<file path="config.mk">
export PLATFORM = sky130hd
export DESIGN_NAME = xlt_window_unit
export DESIGN_NICKNAME = d
export VERILOG_FILES = /design/src/rtl/xlt_pkg.sv /design/src/rtl/xlt_win_regs.sv /design/src/rtl/xlt_lookup.sv /design/src/rtl/xlt_window_unit.sv
export SDC_FILE = /design/constraint.sdc
export NUM_CORES = 1
export LEC_CHECK = 0
export ABC_CLOCK_PERIOD_IN_PS = 13000
export BUFFER_PORTS_ARGS = -buffer_cell sky130_fd_sc_hd__buf_2
export CORE_ASPECT_RATIO = 0.9
export CORE_MARGIN = 2
export CORE_UTILIZATION = 45
export CTS_CLUSTER_SIZE = 24
export DETAILED_ROUTE_END_ITERATION = 16
export GPL_ROUTABILITY_DRIVEN = 0
export GPL_TIMING_DRIVEN = 1
export PLACE_DENSITY = 0.75
export RECOVER_POWER = 100
export SETUP_SLACK_MARGIN = 0.2
export SYNTH_ARGS = -nofsm -noshare
export SYNTH_HDL_FRONTEND = slang
export SYNTH_SLANG_ARGS = --single-unit
export TNS_END_PERCENT = 20
</file>
<file path="constraint.sdc">
create_clock -name clk -period 13 [get_ports clk]
set_input_delay 1.3 -clock clk [delete_from_list [all_inputs] [get_ports clk]]
set_output_delay 1.3 -clock clk [all_outputs]
set_load 0.01 [all_outputs]
</file>
<file path="src/rtl/xlt_pkg.sv">
package xlt_pkg;

  localparam int XA_W   = 32;
  localparam int PRIV_W = 3;

  typedef enum logic [1:0] {
    FC_NONE  = 2'd0,
    FC_NOWIN = 2'd1,
    FC_RANGE = 2'd2,
    FC_PERM  = 2'd3
  } fault_cls_e;

  // Virtual base address of the slot owned by window idx.
  function automatic logic [XA_W-1:0] slot_vbase(input logic [XA_W-1:0] base,
                                                 input int idx,
                                                 input int shift);
    return base + (XA_W'(idx) << shift);
  endfunction

  // Relocation addend kept for a programmed physical start.
  function automatic logic [XA_W-1:0] start_to_addend(input logic [XA_W-1:0] pstart,
                                                      input logic [XA_W-1:0] vbase);
    return pstart - vbase;
  endfunction

  function automatic logic perm_ok(input logic [PRIV_W-1:0] mask,
                                   input logic [PRIV_W-1:0] kind);
    return |(mask & kind);
  endfunction

  // Fault ordering: missing window, then length, then permission.
  function automatic fault_cls_e classify(input logic any_hit,
                                          input logic in_range,
                                          input logic allowed);
    if (!any_hit)       return FC_NOWIN;
    else if (!in_range) return FC_RANGE;
    else if (!allowed)  return FC_PERM;
    else                return FC_NONE;
  endfunction

endpackage

</file>
<file path="src/rtl/xlt_win_regs.sv">
module xlt_win_regs
  import xlt_pkg::*;
#(
  parameter int                NUM_WIN    = 4,
  parameter logic [XA_W-1:0]   BASE       = 32'h0010_0000,
  parameter int                SLOT_SHIFT = 12,
  parameter logic [PRIV_W-1:0] PRIV_RST   = 3'b111
) (
  input  logic                              clk,
  input  logic                              rst_n,
  input  logic                              reg_we,
  input  logic [11:0]                       reg_addr,
  input  logic [XA_W-1:0]                   reg_wdata,
  output logic [XA_W-1:0]                   reg_rdata,
  output logic [NUM_WIN-1:0][XA_W-1:0]      addend_o,
  output logic [NUM_WIN-1:0][XA_W-1:0]      len_o,
  output logic [NUM_WIN-1:0][PRIV_W-1:0]    priv_o,
  output logic                              wr_ignored_o
);

  localparam logic [XA_W-1:0] SLOT_BYTES = XA_W'(1) << SLOT_SHIFT;
  localparam logic [1:0]      FLD_START  = 2'd0;
  localparam logic [1:0]      FLD_LEN    = 2'd1;
  localparam logic [1:0]      FLD_PRIV   = 2'd2;

  logic       in_area;
  logic [5:0] widx;
  logic [1:0] field;
  logic       idx_ok;

  assign in_area      = (reg_addr[11:10] == 2'b01) && (reg_addr[1:0] == 2'b00);
  assign widx         = reg_addr[9:4];
  assign field        = reg_addr[3:2];
  assign idx_ok       = in_area && (32'(widx) < 32'(NUM_WIN));
  assign wr_ignored_o = reg_we && !idx_ok;

  for (genvar gi = 0; gi < NUM_WIN; gi++) begin : g_win
    logic sel;
    assign sel = reg_we && idx_ok && (widx == 6'(gi));

    always_ff @(posedge clk) begin
      if (!rst_n) begin
        addend_o[gi] <= '0;
        len_o[gi]    <= SLOT_BYTES;
        priv_o[gi]   <= PRIV_RST;
      end else if (sel) begin
        case (field)
          FLD_START: addend_o[gi] <= start_to_addend(reg_wdata,
                                                     slot_vbase(BASE, gi, SLOT_SHIFT));
          FLD_LEN:   len_o[gi]    <= reg_wdata + XA_W'(1);
          FLD_PRIV:  priv_o[gi]   <= reg_wdata[PRIV_W-1:0];
          default:   ;
        endcase
      end
    end
  end

  always_comb begin
    reg_rdata = '0;
    if (idx_ok) begin
      for (int i = 0; i < NUM_WIN; i++) begin
        if (widx == 6'(i)) begin
          case (field)
            FLD_START: reg_rdata = slot_vbase(BASE, i, SLOT_SHIFT) + addend_o[i];
            FLD_LEN:   reg_rdata = len_o[i];
            FLD_PRIV:  reg_rdata = {{(XA_W-PRIV_W){1'b0}}, priv_o[i]};
            default:   reg_rdata = '0;
          endcase
        end
      end
    end
  end

endmodule

</file>
<file path="src/rtl/xlt_lookup.sv">
module xlt_lookup
  import xlt_pkg::*;
#(
  parameter int              NUM_WIN    = 4,
  parameter logic [XA_W-1:0] BASE       = 32'h0010_0000,
  parameter int              SLOT_SHIFT = 12
) (
  input  logic [XA_W-1:0]                acc_addr,
  input  logic [PRIV_W-1:0]              acc_type,
  input  logic [NUM_WIN-1:0][XA_W-1:0]   addend_i,
  input  logic [NUM_WIN-1:0][XA_W-1:0]   len_i,
  input  logic [NUM_WIN-1:0][PRIV_W-1:0] priv_i,
  output logic [NUM_WIN-1:0]             hit_o,
  output logic [XA_W-1:0]                paddr_o,
  output fault_cls_e                     fclass_o
);

  localparam logic [XA_W-1:0] OFF_MASK = (XA_W'(1) << SLOT_SHIFT) - XA_W'(1);

  logic              below;
  logic [XA_W-1:0]   rel;
  logic [XA_W-1:0]   slot;
  logic [XA_W-1:0]   off;
  logic [XA_W-1:0]   sel_add;
  logic [XA_W-1:0]   sel_len;
  logic [PRIV_W-1:0] sel_prv;

  assign below = acc_addr < BASE;
  assign rel   = acc_addr - BASE;
  assign slot  = rel >> SLOT_SHIFT;
  assign off   = rel & OFF_MASK;

  for (genvar gi = 0; gi < NUM_WIN; gi++) begin : g_hit
    assign hit_o[gi] = !below && (slot == XA_W'(gi));
  end

  always_comb begin
    sel_add = '0;
    sel_len = '0;
    sel_prv = '0;
    for (int i = 0; i < NUM_WIN; i++) begin
      if (hit_o[i]) begin
        sel_add = sel_add | addend_i[i];
        sel_len = sel_len | len_i[i];
        sel_prv = sel_prv | priv_i[i];
      end
    end
  end

  assign paddr_o  = acc_addr + sel_add;
  assign fclass_o = classify(|hit_o, off < sel_len, perm_ok(sel_prv, acc_type));

endmodule

</file>
<file path="src/rtl/xlt_window_unit.sv">
module xlt_window_unit
  import xlt_pkg::*;
#(
  parameter int                NUM_WIN    = 4,
  parameter logic [XA_W-1:0]   BASE       = 32'h0010_0000,
  parameter int                SLOT_SHIFT = 12,
  parameter logic [PRIV_W-1:0] PRIV_RST   = 3'b111
) (
  input  logic        clk,
  input  logic        rst_n,
  input  logic        reg_we,
  input  logic [11:0] reg_addr,
  input  logic [31:0] reg_wdata,
  output logic [31:0] reg_rdata,
  input  logic        acc_valid,
  input  logic [31:0] acc_addr,
  input  logic [2:0]  acc_type,
  output logic [31:0] acc_paddr,
  output logic        acc_fault,
  output logic        fault_event,
  output logic [1:0]  fault_class
);

  logic [NUM_WIN-1:0][XA_W-1:0]   win_addend;
  logic [NUM_WIN-1:0][XA_W-1:0]   win_len;
  logic [NUM_WIN-1:0][PRIV_W-1:0] win_priv;
  logic [NUM_WIN-1:0]             win_hit;
  logic                           wr_ignored;
  fault_cls_e                     fclass_w;

  xlt_win_regs #(
    .NUM_WIN    (NUM_WIN),
    .BASE       (BASE),
    .SLOT_SHIFT (SLOT_SHIFT),
    .PRIV_RST   (PRIV_RST)
  ) u_regs (
    .clk          (clk),
    .rst_n        (rst_n),
    .reg_we       (reg_we),
    .reg_addr     (reg_addr),
    .reg_wdata    (reg_wdata),
    .reg_rdata    (reg_rdata),
    .addend_o     (win_addend),
    .len_o        (win_len),
    .priv_o       (win_priv),
    .wr_ignored_o (wr_ignored)
  );

  xlt_lookup #(
    .NUM_WIN    (NUM_WIN),
    .BASE       (BASE),
    .SLOT_SHIFT (SLOT_SHIFT)
  ) u_lookup (
    .acc_addr (acc_addr),
    .acc_type (acc_type),
    .addend_i (win_addend),
    .len_i    (win_len),
    .priv_i   (win_priv),
    .hit_o    (win_hit),
    .paddr_o  (acc_paddr),
    .fclass_o (fclass_w)
  );

  assign acc_fault   = (fclass_w != FC_NONE);
  assign fault_event = acc_valid && acc_fault;

  always_ff @(posedge clk) begin
    if (!rst_n)           fault_class <= FC_NONE;
    else if (fault_event) fault_class <= fclass_w;
  end

endmodule

</file>
# Yosys cells after proc, flatten, opt, wreduce, memory -nomap -nowiden
# Index checks and enable logic that the tools add are counted.
# word_totals
ramBits	0
n_memories	0
word_cells	102
regBits	270
output_inout_bits	68
romBits	0
in_bits	83
latch_bits	0
# op_classes
n_reduce_logical	32
n_mul	0
shifts	0
n_addsub	11
eq_ne	9
muxes	24
magnitude_cmp	3
div_mod_pow	0
bitwise	10
# op_table
op	n
$mux 32	13
$pmux 32 s3	4
$or 32x32->32	6
$sub 32x21->32 const B	5
$add 21x32->32 const A	4
$eq 20x2->1 const B	2
$add 32x1->32 const B	1
$add 32x32->32	1
$logic_not 32->1	1
$lt 12x32->1	1
$lt 32x21->1 const B	1
$reduce_and 2->1	12
$eq 20x1->1 const B	1
$eq 6x2->1 const B	2
$logic_and 1x1->1	12
$mux 3	4
$or 3x3->3	3
$eq 6x1->1 const B	1
$logic_not 6->1	1
$lt 6x3->1 const B	1
$mux 2	3
$eq 2x1->1 const B	2
$logic_not 2->1	2
$reduce_or 4->1	1
5 further kinds	5

# Longest topological paths before layout
# Gate-level depths: netlist of the first run.
# logic_depth
depth_word	17
ltp_mapped	20
ltp_nobuf	17

# Modules after synthesis
# From an unflattened synthesis of the first run, not the netlist that was laid out.
# hier_totals
hier_cells	2371
hier_area_um2	18253.8
# modules_own_cells
mod	seq_area_each_um2	cells_each	area_each_um2	instances
xlt_win_regs	5365.1	1955	14551.5	1
xlt_lookup	0.0	407	3608.5	1
xlt_window_unit	40.0	9	93.8	1

# Worst setup path before layout of the first run
# No wires, ideal clock.
# synth_path
path_kind	in2out
from	in acc_addr[25]
to	out acc_paddr[18]
required_time_ps	11700
stages	19
n_path_buf	2
setup_slack_ps	6104
t_arrival_ps	5596
path_cell_list	or4_4 > or4_1 > and3_4 > and3_4 > buf_6 > buf_6 > a22o_1 > a221o_1 > ha_1 > inv_1 > fa_1 > nor2b_1 > o31ai_1 > a21oi_1 > o21ai_0 > a21oi_1 > o21ai_0 > nand2_1 > o311ai_0
# synth_via
elab_chain_cells	11
# synth_lines
item	line	text
start, declared	xlt_window_unit.sv:16	input logic [31:0] acc_addr,
$sub 32x21->32 or $lt 32x21->1 (tied branches)	xlt_lookup.sv:29, xlt_lookup.sv:28	
$logic_not 32->1 or $logic_not 1->1 (tied branches)	xlt_lookup.sv:34	assign hit_o[gi] = !below && (slot == XA_W'(gi));
$logic_and 1x1->1	xlt_lookup.sv:34	
$mux 32	xlt_lookup.sv:42	if (hit_o[i]) begin
$or 32x32->32	xlt_lookup.sv:43	sel_add = sel_add | addend_i[i];
$mux 32	xlt_lookup.sv:42	
$or 32x32->32	xlt_lookup.sv:43	
$mux 32	xlt_lookup.sv:42	
$or 32x32->32	xlt_lookup.sv:43	
$mux 32 (*)	xlt_lookup.sv:42	
$add 32x32->32 (*)	xlt_lookup.sv:50	assign paddr_o = acc_addr + sel_add;
end, declared	xlt_window_unit.sv:18	output logic [31:0] acc_paddr,
# Mark *: on every way between the ends. The rest lies on a longest branch, timed or not.

# Worst setup path after layout of the first run
# layout_path
from	in reg_addr[2]
to	reg u_regs.len_o[68] (netlist bit)
# layout_via
elab_chain_cells	2
# layout_lines
item	line	text
start, declared	xlt_window_unit.sv:12	input logic [11:0] reg_addr,
$eq 2x1->1	xlt_win_regs.sv:47	case (field)
$reduce_and 2->1 (no line)	n/a	
end signal, assigned by index	xlt_win_regs.sv:50	FLD_LEN: len_o[gi] <= reg_wdata + XA_W'(1);
end, declared	xlt_win_regs.sv:16	output logic [NUM_WIN-1:0][XA_W-1:0] len_o,
# No other way between the ends.
# A chain may end at the register's enable or synchronous reset.

==> flow_summary.ini, run 1 <==
[clocking]
clk_pin_slew_worst_paths_ns = 0.06
cts_tree = built
cts_buffers = 28
holdBufCountCts = 0
cts_setup_buffers = 0
ctsResizeCount = 0
clock_path_buffers = 3
clk-insertion-delay-late_ns = 0.58
cts_max_level = 1
cts_root_buf = clkbuf_16
numClockSinks = 270

[synthesis]
ys_types = 78
synth_top_family_by_area = compound AO/OA/AOI/OAI gates
synthesis.area_um2 = 17800
yosys.area_share.adder = 0.0404
synthMuxAreaShare = 0.0309
syn_area_per_cell_um2 = 7.63
ys_warn_count = 0
synthArstFlopShare = 0
synth-simple-area-share = 0.219
ys_seq_area_frac = 0.303
synth_compound_gate_area_share = 0.271
synth_cells = 2339
ys_ff_latch = 270
syn_nets = 2479
synth-xor-area-share = 0.0849
synth_edf_count = 0
ys.flop_type = dfxtp_1

[floorplan]
io-pin-count = 151
dieArea_um2 = 41300
die_h_um = 193
start_util = 0.454
coreArea_um2 = 39300
die_x_um = 214
rows = 69

[global_routing]
grt_use_total = 0.322
grt_start_max_net_pins = 101
grt_use_met3 = 0.0666
top_usage_layer = met2
antenna_found_initial = 3
grt-ovfl-total = 0
met1_usage = 0.422
use_met2 = 0.487
grt_pass1_vias = 17200
grt_pass1_wl_mm = 102

[setup_path]
reg2reg_depth = 11
cp_common_cell = clkbuf_1
start_kind = primary input
slowest_delay_ns = 2.43
worstSetupPathType = primary input to flop
cp.arrival_ns = 10.59
cp_cell_sequence = clkbuf_1, clkinv_1, nor2_1, nand3_1, nor2_4, clkbuf_1, a211oi_1
ff2ff_setup_slack_ns = 9.71
required_ns = 13.32
reg2reg_to = fault_class[1]
critical-path-slowest-cell = nor2_1
cp_max_fo = 67
end_kind = flop
r2r_start = u_regs.len_o[69]

[min_path]
hold_class = flop to flop
hold_end = fault_class[0]
min_path_cells = 2
worstHoldStart = fault_class[0]

[sta]
fmax_mhz = 97.3
rsz0062_at_grt = false
maxSlewHeadroom = -1.65
fin_setup_tns_ns = 0
hold_violations = 0
fin_crit_sh = 0.791
fin_crit_ns = 10.28
finalSetupViolCount = 0
fin_skew_ns = 0.0180
tightestPinTransition_ns = 3.98
slew_viol_final = 456

[drt]
drtIter0Drc = 2670
route.antenna.remaining_nets = 0
vias_per_cell = 6.54
vias = 19100
first_pass_iters = 6
finalWirelength_mm = 68.2
post_drt_wl_per_cell_um = 23.4
route.detailed.drc = 0

[pwr]
combinationalPowerShare = 0.091
ir_drop_mv = 0.0920
total_power_uw = 1850
switching_share = 0.258
p_switching_uw = 477
intPower_uw = 1370
power.leakage_uw = 0.00642
seq_power_share = 0.447
p_clk_frac = 0.462
p_per_area_nw_per_um2 = 94.7

[final_layout]
post-route-util = 0.498
drive_gt1_frac = 0.0845
area_growth_pct = 9.60
final_common_cell = nand2_1
num-nets-final = 2500
layout_common_cells = nand2_1, nor2_1, dfxtp_1, a211oi_1, a21oi_1
fillers = 3841

[status]
violations = capacitance limit, slew limit
status = complete, but fails checks

[placement]
io_buffers = 150
dp_hpwl_mm = 47.8

[flow_run]
max-cap-violations = 10
-- cell type report --
type                    count  area (µm²)  share of cell area
multi-input cells        1851       11600               0.592
flip-flops and latches    270        5410               0.276
clock buffers              38         820              0.0419
repair buffers            173         812              0.0415
well taps                 532         666              0.0340
inverters                  36         140             0.00717
clock inverters            11         136             0.00697
diodes                      3        7.51            0.000384
-- flip-flops by register name (all words and copies together) (netlist names) --
signal	flops
fault_class	2
u_regs.addend_o	128
u_regs.len_o	128
u_regs.priv_o	12
-- critical path, delay by kind of cell --
family,cells,cell delay [ns]
AOI/OAI and AO/OA,1,0.31
buffers and inverters,3,5.56
and+or+nand+nor,3,3.38
-- stage by stage --
stage	setup WS [ns]	hold slack (ns)	std cells	cell area (µm²)
floorplan	6.10	0.447	2339	17800
global placement	5.14	0.453	2862	18700
detailed placement	4.98	0.454	2862	18700
CTS	4.97	0.464	2911	19700
global route	2.37	0.494	2912	19600
finish	2.72	0.467	2914	19600
-- kinds of logic (layout without fill, tap and decap cells) --
family,after synthesis,in the layout
other,0,3
xor gates and xnor gates,173,173
DFF,270,270
muxes,51,51
buffers and inverters,218,258
AOI/OAI and AO/OA,693,693
and+or+nand+nor,877,877
adders and majority gates,57,57
-- power by group through the flow --
| stage | clock (µW) | sequential, µW | combinational [µW] |
|---|---|---|---|
| after global routing | 888 | 827 | 178 |
| after floorplan | 0 | 846 | 104 |
| after global placement | 0 | 846 | 160 |
| after CTS | 855 | 828 | 163 |
| after detailed placement | 0 | 846 | 163 |
| final | 856 | 828 | 168 |
-- routing by layer --
layer | share of wire | vias up
met5 | 0 | -
met4 | 0.075 | 0
met3 | 0.12 | 343
met2 | 0.42 | 1354
met1 | 0.38 | 8815
li1 | - | 8540
-- synthesized netlist by cell type (27+ instances only) --
cell type    n  area (µm²)
a211oi_1   170        1280
a21oi_1    165         826
a221o_1     34         340
a22o_1      48         420
clkbuf_1   145         544
dfxtp_1    270        5410
ha_1        56         701
inv_1       30         113
mux2i_1     27         270
nand2_1    324        1220
nand3_1     90         450
nor2_1     287        1080
nor3_1      29         145
nor4_1      32         200
o21ai_0    101         505
xnor2_1     97         850
xor2_1      76         666
-- worst max-delay path by stage --
stage / to / slack (ns) / startpoint
floorplan: acc_paddr[18] / 6.10 / acc_addr[25]
global placement: acc_paddr[18] / 5.14 / acc_addr[25]
detailed placement: acc_paddr[28] / 4.98 / acc_addr[25]
CTS: acc_paddr[28] / 4.97 / acc_addr[25]
global route: u_regs.len_o[68] / 2.37 / reg_addr[2]
finish: u_regs.len_o[68] / 2.72 / reg_addr[2]
Note: power is estimated with default switching activity, not from simulation.
==> inputs of run 2 (changes only) <==
--- a/config.mk
+++ b/config.mk
@@ -5,7 +5,7 @@
 export SDC_FILE = /design/constraint.sdc
 export NUM_CORES = 1
 export LEC_CHECK = 0
-export ABC_CLOCK_PERIOD_IN_PS = 13000
+export ABC_CLOCK_PERIOD_IN_PS = 10200
 export BUFFER_PORTS_ARGS = -buffer_cell sky130_fd_sc_hd__buf_2
 export CORE_ASPECT_RATIO = 0.9
 export CORE_MARGIN = 2
==> constraint.sdc (replaced) <==
create_clock -name clk -period 10.2 [get_ports clk]
set_input_delay 1.02 -clock clk [delete_from_list [all_inputs] [get_ports clk]]
set_output_delay 1.02 -clock clk [all_outputs]
set_load 0.01 [all_outputs]
==> run 2 against run 1 <==
The run still ends with capacitance limit, slew limit left. Register-to-register slack worse by 2.7 ns. Via count up 0.45%. Critical path depth unchanged. Clock-buffer cell count up 2. Final cell count unchanged. Non-clock buffer count unchanged. Worst hold slack better by 0.00082 ns. Setup slack worse by 1.2 ns. Wire length down 0.34%. Largest power group unchanged. Total power up 26%. First-iteration DRC count up 12%. Design area about the same.
==> flow_summary.ini, run 2 (synthesis results as in run 1) <==
[sta]
hold_violations = 0
fmax_mhz = 115
fin_skew_ns = 0.0160
finalSetupViolCount = 0
fin_setup_tns_ns = 0
slew_viol_final = 427
tightestPinTransition_ns = 3.94
fin_crit_ns = 8.70
maxSlewHeadroom = -1.63
fin_crit_sh = 0.853
rsz0062_at_grt = false

[min_path]
hold_class = flop to flop
min_path_cells = 2
hold_end = fault_class[0]
worstHoldStart = fault_class[0]

[setup_path]
end_kind = output port
reg2reg_to = fault_class[1]
cp_cell_sequence = clkbuf_1, clkbuf_1, nor2_1, a221oi_1, a21oi_1, o2111a_1, clkbuf_1
reg2reg_depth = 11
path_delay_family = buffers and inverters
cp_max_fo = 67
slowest_delay_ns = 2.90
cp_num_buf_inv = 3
cp_common_cell = clkbuf_1
worstSetupPathType = primary input to output port
start_kind = primary input
critical-path-slowest-cell = clkbuf_1
cp.arrival_ns = 7.68
ff2ff_setup_slack_ns = 6.97
required_ns = 9.18
r2r_start = u_regs.len_o[69]

[clocking]
cts_buffers = 28
clk-insertion-delay-late_ns = 0.58
cts_tree = built
cts_root_buf = clkbuf_16
clock_path_buffers = 3
cts_setup_buffers = 0
holdBufCountCts = 0
ctsResizeCount = 0
clk_pin_slew_worst_paths_ns = 0.06
numClockSinks = 270
cts_max_level = 1

[global_routing]
grt_use_total = 0.319
grt_use_met3 = 0.0565
met1_usage = 0.419
antenna_found_initial = 3
top_usage_layer = met2
grt_start_max_net_pins = 101
grt-ovfl-total = 0
use_met2 = 0.488
grt_pass1_vias = 17100
grt_pass1_wl_mm = 101

[drt]
post_drt_wl_per_cell_um = 23.3
vias = 19100
vias_per_cell = 6.57
route.antenna.remaining_nets = 0
finalWirelength_mm = 68.0
route.detailed.drc = 0
drtIter0Drc = 2999
first_pass_iters = 6

[final_layout]
top_regs = u_regs.addend_o (128), u_regs.len_o (128), u_regs.priv_o (12)
stdcell_area_um2 = 19600
num-nets-final = 2500
final_common_cell = nand2_1
final-seq-area_um2 = 5410
area_growth_pct = 9.59
layout_common_cells = nand2_1, nor2_1, dfxtp_1, a211oi_1, a21oi_1
fillers = 3818
multi_input_area_um2 = 11600
drive_gt1_frac = 0.0849

[pwr]
power.leakage_uw = 0.00641
ir_drop_mv = 0.0978
seq_power_share = 0.451
p_per_area_nw_per_um2 = 120
total_power_uw = 2340
p_switching_uw = 603
p_clk_frac = 0.457
intPower_uw = 1740
switching_share = 0.258
combinationalPowerShare = 0.092

[status]
status = complete, but fails checks
violations = capacitance limit, slew limit

[floorplan]
start_util = 0.454
die_h_um = 193
die_x_um = 214
coreArea_um2 = 39300
io-pin-count = 151
rows = 69
dieArea_um2 = 41300

[placement]
io_buffers = 150
dp_hpwl_mm = 48.0
post_dp_cell_area_um2 = 18700

[flow_run]
max-cap-violations = 9
-- run 2: layout make-up --
cell class	count	area share
Clock inverter	9	0.00531
Inverter	36	0.00717
Tap cell	532	0.0340
Timing Repair Buffer	173	0.0417
Clock buffer	40	0.0428
Antenna cell	3	0.000384
Multi-Input combinational cell	1851	0.592
Sequential cell	270	0.276
-- run 2: through the flow --
stage | hold WS, ns | cells | utilization | setup WS (ns)
final | 0.468 | 2914 | 0.498 | 1.50
after global routing | 0.487 | 2912 | 0.498 | 1.15
after CTS | 0.465 | 2911 | 0.501 | 2.75
after detailed placement | 0.456 | 2862 | 0.477 | 2.76
after global placement | 0.453 | 2862 | 0.477 | 2.91
after floorplan | 0.447 | 2339 | - | 3.86
-- run 2: worst max path at each step --
stage / start / to / cells past startpoint
2_1_floorplan: acc_addr[25] / acc_paddr[18] / 19
3_3_place_gp: acc_addr[25] / acc_paddr[18] / 18
3_5_place_dp: acc_addr[25] / acc_paddr[18] / 18
4_1_cts: acc_addr[25] / acc_paddr[18] / 18
5_1_grt: reg_addr[2] / reg_rdata[2] / 7
6_report: reg_addr[2] / reg_rdata[2] / 7
-- run 2: worst register-to-register path: cells and delay by family, from the launching register on --
family | cells | cell delay [ns]
AO/OA/AOI/OAI | 9 | 2.41
flip-flops | 1 | 0.33
AND/OR/NAND/NOR | 1 | 0.11
adder cells (fa/ha/maj) | 1 | 0.28
-- run 2: layer usage --
| metal | vias to the layer above | part of all wire |
|---|---|---|
| met5 | - | 0.00021 |
| met4 | 2 | 0.068 |
| met3 | 325 | 0.12 |
| li1 | 8535 | - |
| met2 | 1410 | 0.43 |
| met1 | 8866 | 0.38 |
-- run 2: power by group through the flow --
stage | clock network, µW | registers [µW] | logic, µW
floorplan | 0 | 1080 | 132
global placement | 0 | 1080 | 203
detailed placement | 0 | 1080 | 207
CTS | 1070 | 1050 | 207
global route | 1120 | 1050 | 227
finish | 1070 | 1050 | 214
